--- config.mk ---
export PLATFORM = sky130hd
export DESIGN_NAME = spd_ref_phase_ctl
export DESIGN_NICKNAME = d
export VERILOG_FILES = /design/src/rtl/spdref_pkg.sv /design/src/rtl/ref_divider.sv /design/src/rtl/edge_qual.sv /design/src/rtl/phase_freq_det.sv /design/src/rtl/lock_judge.sv /design/src/rtl/spd_ref_phase_ctl.sv
export SDC_FILE = /design/constraint.sdc
export NUM_CORES = 1
export LEC_CHECK = 0
export BUFFER_PORTS_ARGS = -buffer_cell sky130_fd_sc_hd__buf_4
export CELL_PAD_IN_SITES_DETAIL_PLACEMENT = 1
export CELL_PAD_IN_SITES_GLOBAL_PLACEMENT = 1
export CORE_ASPECT_RATIO = 0.5
export CORE_UTILIZATION = 30
export CTS_CLUSTER_DIAMETER = 30
export CTS_CLUSTER_SIZE = 8
export DETAILED_ROUTE_END_ITERATION = 8
export PLACE_DENSITY = 0.59
export SETUP_SLACK_MARGIN = 0.1
export SYNTH_ARGS = -nofsm -noshare
export SYNTH_HDL_FRONTEND = slang
export SYNTH_HIERARCHICAL = 1
export SYNTH_SLANG_ARGS = --single-unit
--- constraint.sdc ---
create_clock -name clk -period 6.9 [get_ports clk]
set_input_delay 0.69 -clock clk [delete_from_list [all_inputs] [get_ports clk]]
set_output_delay 0.69 -clock clk [all_outputs]
set_load 0.03 [all_outputs]
--- src/rtl/spdref_pkg.sv ---
package spdref_pkg;

  typedef logic [1:0] rsel_t;

  typedef enum logic [1:0] {
    STG_LOW  = 2'd0,
    STG_MID  = 2'd1,
    STG_HIGH = 2'd2
  } stage_e;

  // Select code to second-stage ratio; both 1x codes mean high/open
  function automatic stage_e decode_sel(input rsel_t s);
    case (s)
      2'b00:   decode_sel = STG_LOW;
      2'b01:   decode_sel = STG_MID;
      default: decode_sel = STG_HIGH;
    endcase
  endfunction

endpackage

--- src/rtl/ref_divider.sv ---
module ref_divider
  import spdref_pkg::*;
#(
  parameter int PRE_DIV  = 8,
  parameter int DIV_LOW  = 384,
  parameter int DIV_MID  = 128,
  parameter int DIV_HIGH = 512
) (
  input  logic  clk,
  input  logic  rst_n,
  input  rsel_t ratio_sel,
  output logic  ref_out
);

  localparam int DIV_MAX = (DIV_HIGH > DIV_LOW) ?
                           ((DIV_HIGH > DIV_MID) ? DIV_HIGH : DIV_MID) :
                           ((DIV_LOW > DIV_MID) ? DIV_LOW : DIV_MID);
  localparam int PC_W = (PRE_DIV > 1) ? $clog2(PRE_DIV) : 1;
  localparam int SC_W = $clog2(DIV_MAX);

  stage_e          cur_q;
  logic [PC_W-1:0] pc_q;
  logic [SC_W-1:0] sc_q;
  logic [SC_W-1:0] last_sc;
  logic [SC_W-1:0] half_sc;
  logic            pre_tick;
  logic            wrap;
  logic            at_start;

  always_comb begin
    case (cur_q)
      STG_LOW: begin
        last_sc = SC_W'(DIV_LOW - 1);
        half_sc = SC_W'(DIV_LOW / 2);
      end
      STG_MID: begin
        last_sc = SC_W'(DIV_MID - 1);
        half_sc = SC_W'(DIV_MID / 2);
      end
      default: begin
        last_sc = SC_W'(DIV_HIGH - 1);
        half_sc = SC_W'(DIV_HIGH / 2);
      end
    endcase
  end

  assign pre_tick = (pc_q == PC_W'(PRE_DIV - 1));
  assign wrap     = pre_tick && (sc_q == last_sc);
  assign at_start = (pc_q == '0) && (sc_q == '0);

  always_ff @(posedge clk) begin
    if (!rst_n) begin
      pc_q  <= '0;
      sc_q  <= '0;
      cur_q <= STG_HIGH;
    end else begin
      pc_q <= pre_tick ? '0 : pc_q + 1'b1;
      if (pre_tick) sc_q <= wrap ? '0 : sc_q + 1'b1;
      // New ratio taken only in the first cycle of a period: no runt phase
      if (at_start) cur_q <= decode_sel(ratio_sel);
    end
  end

  assign ref_out = (sc_q < half_sc);

  // a reference period begins only where the chain wraps
  assert_rise_at_wrap_R1: assert property (@(posedge clk) disable iff (!rst_n)
    $rose(ref_out) |-> $past(wrap));

  // the active ratio changes only in the first cycle of a period
  assert_ratio_at_start_R2: assert property (@(posedge clk) disable iff (!rst_n)
    !$stable(cur_q) |-> $past(at_start));

endmodule

--- src/rtl/edge_qual.sv ---
module edge_qual (
  input  logic clk,
  input  logic rst_n,
  input  logic sig,
  input  logic both_en,
  output logic ev
);

  logic s1_q;
  logic s2_q;

  // Idle level is high so that release from reset gives no false edge
  always_ff @(posedge clk) begin
    if (!rst_n) begin
      s1_q <= 1'b1;
      s2_q <= 1'b1;
    end else begin
      s1_q <= sig;
      s2_q <= s1_q;
    end
  end

  assign ev = (s2_q && !s1_q) || (both_en && !s2_q && s1_q);

endmodule

--- src/rtl/phase_freq_det.sv ---
module phase_freq_det (
  input  logic clk,
  input  logic rst_n,
  input  logic ref_ev,
  input  logic fb_ev,
  output logic up,
  output logic dn,
  output logic done
);

  logic up_q;
  logic dn_q;
  logic nxt_up;
  logic nxt_dn;

  assign nxt_up = up_q || ref_ev;
  assign nxt_dn = dn_q || fb_ev;
  assign done   = nxt_up && nxt_dn;

  always_ff @(posedge clk) begin
    if (!rst_n) begin
      up_q <= 1'b0;
      dn_q <= 1'b0;
    end else begin
      up_q <= done ? 1'b0 : nxt_up;
      dn_q <= done ? 1'b0 : nxt_dn;
    end
  end

  assign up = up_q;
  assign dn = dn_q;

  // an up pulse starts only after a qualified reference edge
  assert_up_cause_R6: assert property (@(posedge clk) disable iff (!rst_n)
    $rose(up_q) |-> $past(ref_ev));

  // a down pulse starts only after a qualified feedback edge
  assert_dn_cause_R6: assert property (@(posedge clk) disable iff (!rst_n)
    $rose(dn_q) |-> $past(fb_ev));

endmodule

--- src/rtl/lock_judge.sv ---
module lock_judge #(
  parameter int ERR_W    = 16,
  parameter int WIN_W    = 12,
  parameter int LOCK_CMP = 8
) (
  input  logic             clk,
  input  logic             rst_n,
  input  logic             done,
  input  logic             active,
  input  logic [WIN_W-1:0] win,
  output logic             lock
);

  localparam int LC_W = $clog2(LOCK_CMP + 1);

  logic [ERR_W-1:0] err_q;
  logic [LC_W-1:0]  run_q;
  logic             lock_q;
  logic [ERR_W:0]   width;
  logic [ERR_W:0]   win_x;
  logic             good;

  // Width of the finishing comparison includes its last active cycle
  assign width = {1'b0, err_q} + (ERR_W+1)'(active);
  assign win_x = (ERR_W+1)'(win);
  assign good  = (width < win_x);

  always_ff @(posedge clk) begin
    if (!rst_n) begin
      err_q  <= '0;
      run_q  <= '0;
      lock_q <= 1'b0;
    end else if (done) begin
      err_q <= '0;
      if (good) begin
        if (run_q != LC_W'(LOCK_CMP)) run_q <= run_q + 1'b1;
        if (run_q >= LC_W'(LOCK_CMP - 1)) lock_q <= 1'b1;
      end else begin
        run_q  <= '0;
        lock_q <= 1'b0;
      end
    end else if (active && (err_q != '1)) begin
      err_q <= err_q + 1'b1;
    end
  end

  assign lock = lock_q;

  // lock rises only on a finished narrow comparison
  assert_lock_rise_R8: assert property (@(posedge clk) disable iff (!rst_n)
    $rose(lock_q) |-> $past(done && good));

  // lock falls only on a finished wide comparison
  assert_lock_fall_R9: assert property (@(posedge clk) disable iff (!rst_n)
    $fell(lock_q) |-> $past(done && !good));

endmodule

--- src/rtl/spd_ref_phase_ctl.sv ---
module spd_ref_phase_ctl
  import spdref_pkg::*;
#(
  parameter int PRE_DIV  = 8,
  parameter int DIV_LOW  = 384,
  parameter int DIV_MID  = 128,
  parameter int DIV_HIGH = 512,
  parameter int ERR_W    = 16,
  parameter int WIN_W    = 12,
  parameter int LOCK_CMP = 8
) (
  input  logic             clk,
  input  logic             rst_n,
  input  logic [1:0]       ratio_sel,
  output logic             ref_out,
  input  logic             ref_in,
  input  logic             fb_in,
  input  logic             dual_edge,
  input  logic [WIN_W-1:0] lock_win,
  output logic             pump_up,
  output logic             pump_dn,
  output logic             pump_en,
  output logic             lock,
  output logic             lock_n
);

  localparam int N_CH = 2;  // channel 0: reference, channel 1: feedback

  logic [N_CH-1:0] raw_in;
  logic [N_CH-1:0] both_en;
  logic [N_CH-1:0] edge_ev;
  logic            cmp_done;
  logic            up_w;
  logic            dn_w;

  ref_divider #(
    .PRE_DIV (PRE_DIV),
    .DIV_LOW (DIV_LOW),
    .DIV_MID (DIV_MID),
    .DIV_HIGH(DIV_HIGH)
  ) u_div (
    .clk      (clk),
    .rst_n    (rst_n),
    .ratio_sel(ratio_sel),
    .ref_out  (ref_out)
  );

  assign raw_in  = {fb_in, ref_in};
  assign both_en = {dual_edge, 1'b0};

  for (genvar i = 0; i < N_CH; i++) begin : g_edge
    edge_qual u_q (
      .clk    (clk),
      .rst_n  (rst_n),
      .sig    (raw_in[i]),
      .both_en(both_en[i]),
      .ev     (edge_ev[i])
    );
  end

  phase_freq_det u_pfd (
    .clk   (clk),
    .rst_n (rst_n),
    .ref_ev(edge_ev[0]),
    .fb_ev (edge_ev[1]),
    .up    (up_w),
    .dn    (dn_w),
    .done  (cmp_done)
  );

  lock_judge #(
    .ERR_W   (ERR_W),
    .WIN_W   (WIN_W),
    .LOCK_CMP(LOCK_CMP)
  ) u_lock (
    .clk   (clk),
    .rst_n (rst_n),
    .done  (cmp_done),
    .active(up_w || dn_w),
    .win   (lock_win),
    .lock  (lock)
  );

  assign pump_up = up_w;
  assign pump_dn = dn_w;
  assign pump_en = up_w || dn_w;
  assign lock_n  = !lock;

endmodule

==> impl_metrics.env <==
export IMPL_status="complete, no violations"
export IMPL_ys_seq_area_share_pct=31.1
export IMPL_core_mm2=0.00826
export IMPL_synth_edf_count=0
export IMPL_area_growth_pct=14.9
export IMPL_drc=0
export IMPL_vdd_drop_max_v=0.0000863
export IMPL_cts_hold_buf=0
export IMPL_postCtsSetupBuffers=0
export IMPL_synth_cells=307
export IMPL_grt_max_degree=24
export IMPL_fmax_mhz=287
export IMPL_yosys_area_top_type="dfxtp_1"
export IMPL_cp_required_ps=7120
export IMPL_ys_flop_type="dfxtp_1"
export IMPL_wirelength_mm=6.19
export IMPL_timing_final_ws_setup_ps=3420
export IMPL_insertion_delay_ps=290
export IMPL_crit_type="reg -> reg"
export IMPL_leakagePower_nw=1.30
export IMPL_synth_top_area_share_pct=31.1
export IMPL_die_w_um=135
export IMPL_viasPerCell=4.97
export IMPL_tightestPinTransition_ps=1040
export IMPL_setup_violations=0
export IMPL_drtIter0Drc=68
export IMPL_hold_violations=0
export IMPL_overflow=0
export IMPL_setup_tns_ps=0
export IMPL_cts_root_buf="clkbuf_16"
export IMPL_cts_sinks=41
export IMPL_ant_nets=0
export IMPL_vias=2188
export IMPL_detailed_place_hpwl_mm=4.66
export IMPL_gp_congestion=0.742
export IMPL_ys_seq_elements=41
export IMPL_start_kind="register"
export IMPL_rsz0062_at_grt="no"
export IMPL_antenna_found_initial=0
export IMPL_cts_buffers=5
export IMPL_postLayoutCoreUtil_pct=36.7
export IMPL_wl_per_cell_um=14.1
export IMPL_synth_area_mm2=0.00264
export IMPL_synth_cell_types=58
export IMPL_synthArstFlopShare_pct=0
export IMPL_slew_headroom_pct=30.0
export IMPL_grt_pass1_wl_mm=10.3
export IMPL_dieArea_mm2=0.00920
export IMPL_ys_warn_count=6
export IMPL_arrival_ps=3700
export IMPL_die_y_um=68.3
export IMPL_cts_tree="yes"
export IMPL_power_density_mw_per_mm2=177
export IMPL_synthTopCellsByArea="dfxtp_1 (31%), ha_1 (11%), xnor2_1 (4.6%), xor2_1 (4.3%), nor2_1 (3.7%)"
export IMPL_grt_pass1_vias=2224
export IMPL_start_util_pct=32.0
export IMPL_fin_worst_skew_ps=5.88
export IMPL_drive_gt1_share_pct=15.9
export IMPL_ctsResizeCount=0
export IMPL_io_pins=25
export IMPL_clk_pin_slew_ps=60
export IMPL_hp_class="reg -> reg"
export IMPL_nets=369
export IMPL_cp_max_fo=7
export IMPL_worst_hold_slack_ps=493
export IMPL_pre_cts_slack_ps=3490
export IMPL_port_buffers=24
export IMPL_fillers=980
export IMPL_antenna_cells=0
export IMPL_period_share_pct=50.5
export IMPL_first_pass_iters=4
export IMPL_drv_slew=0
export IMPL_track_usage_pct=14.8
export IMPL_endpoint_kind="register"
export IMPL_htreeDepth=2
export IMPL_postSynthAreaPerCell_um2=8.60
export IMPL_syn_nets=349
export IMPL_ctsLongestPathBuffers=2
export IMPL_period_needed_ps=3480
export IMPL_maxCapViolCount=0
export IMPL_rows=23
## layer usage
metal / up-vias / wire, µm / GRT usage, %
li1: 1103 / - / -
met1: 1048 / 2860 / 16.1
met2: 28 / 3050 / 28.5
met3: 9 / 190 / 3.56
met4: 0 / 89 / 5.90
met5: - / 0 / 0
## registers in the layout (all words and copies together), names as in the netlist
name and flops:
g_edge.u_q/s2_q 2, u_pfd/up 1, u_div/pc_q 3, u_lock/run_q 4, u_pfd/dn 1, u_lock/lock 1, u_div/cur_q 2, u_div/sc_q 9
g_edge.u_q/s1_q 2, u_lock/err_q 16
## area by class of cell
cell class / instances / area [µm²] / share of cell area [%]
well taps: 112 / 140 / 4.62
repair buffers: 24 / 180 / 5.94
inverters: 22 / 82.6 / 2.72
multi-input cells: 233 / 1670 / 55.1
clock buffers: 6 / 129 / 4.25
flip-flops and latches: 41 / 821 / 27.1
clock inverters: 2 / 10.0 / 0.330
## layout by cell type (no fill, tap or decap), drive strengths merged, types with 3 or more instances in the layout
| cell type | instances |
|---|---|
| buf | 24 |
| inv | 22 |
| and3b | 3 |
| or3 | 4 |
| nor2 | 28 |
| ha | 23 |
| mux2i | 3 |
| a21oi | 12 |
| nand2b | 7 |
| nor4 | 5 |
| nor2b | 5 |
| or3b | 3 |
| dfxtp | 41 |
| and2 | 8 |
| nand2 | 24 |
| or2 | 4 |
| nand3 | 14 |
| clkbuf | 6 |
| nand4 | 14 |
| a21o | 3 |
| o21ai | 13 |
| nor4b | 3 |
| nor3 | 3 |
| xor2 | 13 |
| xnor2 | 14 |
| nand3b | 4 |
| a21boi | 3 |
## per-stage QoR
stage          cell area (µm²)  instances  power [W]
3_3_place_gp              2890        432   0.000312
6_report                  3030        440   0.000538
2_1_floorplan             2640        307   0.000293
3_5_place_dp              2890        432   0.000316
4_1_cts                   3030        440   0.000550
5_1_grt                   3030        440   0.000569
## power breakdown
part,total (W),internal (W),switching (W)
Sequential,0.000250,0.000243,0.00000700
Combinational,0.0000590,0.0000273,0.0000317
Clock,0.000228,0.000133,0.0000956
## kinds of logic (layout without fill, tap and decap cells)
| group | after synthesis | after routing | synth area share (%) |
|---|---|---|---|
| simple gates | 134 | 134 | 31.3 |
| compound gates | 45 | 45 | 10.9 |
| flops | 41 | 41 | 31.1 |
| buf+inv | 33 | 54 | 5.64 |
| xor+xnor | 27 | 27 | 8.96 |
| fa+ha+maj | 23 | 23 | 10.9 |
| mux | 3 | 3 | 1.14 |
| other cells | 1 | 1 | 0.142 |
## cells in the mapped netlist (all sizes together) (2+ instances only)
library cell and number:
nor4b 3, dfxtp 41, nor3 3, a21oi 12
and3 2, xor2 13, o21ai 13, ha 23
nand3b 4, buf 8, o31ai 2, mux2i 3
nand2b 7, nand4 14, and2 8, inv 22
o21a 2, nand2 24, nor2 28, xnor2 14
a21boi 3, nand4b 2, clkbuf 3, nor4 5
a21o 3, or2 4, and3b 3, nor2b 5
a211oi 2, o31a 2, nand3 14, or3 4
or3b 3
## final timing paths
| check | cells after the start | start | to | slack [ps] |
|---|---|---|---|---|
| worst min-delay path | 1 | g_edge[1].u_q/s1_q$_SDFF_PN1_ | g_edge[1].u_q/s2_q$_SDFF_PN1_ | 490 |
| worst min register to register | 1 | g_edge[1].u_q/s1_q$_SDFF_PN1_ | g_edge[1].u_q/s2_q$_SDFF_PN1_ | 490 |
| worst max register to register | 12 | u_pfd/dn$_SDFF_PP0_ | u_lock/run_q[1]$_SDFFE_PN0P_ | 3420 |
| worst max-delay path | 12 | u_pfd/dn$_SDFF_PP0_ | u_lock/run_q[1]$_SDFFE_PN0P_ | 3420 |
## worst max-delay path: stages (launching register included)
cell and delay (ps):
dfxtp_1 330, or2_1 310, ha_1 260, ha_1 230, nand2_1 140, nor2_1 70
xor2_1 150, ha_1 300, a21o_1 150, a2111oi_0 630, nand3_2 270, nor4_1 390
o31a_1 200
(Power assumes the default switching activity.)
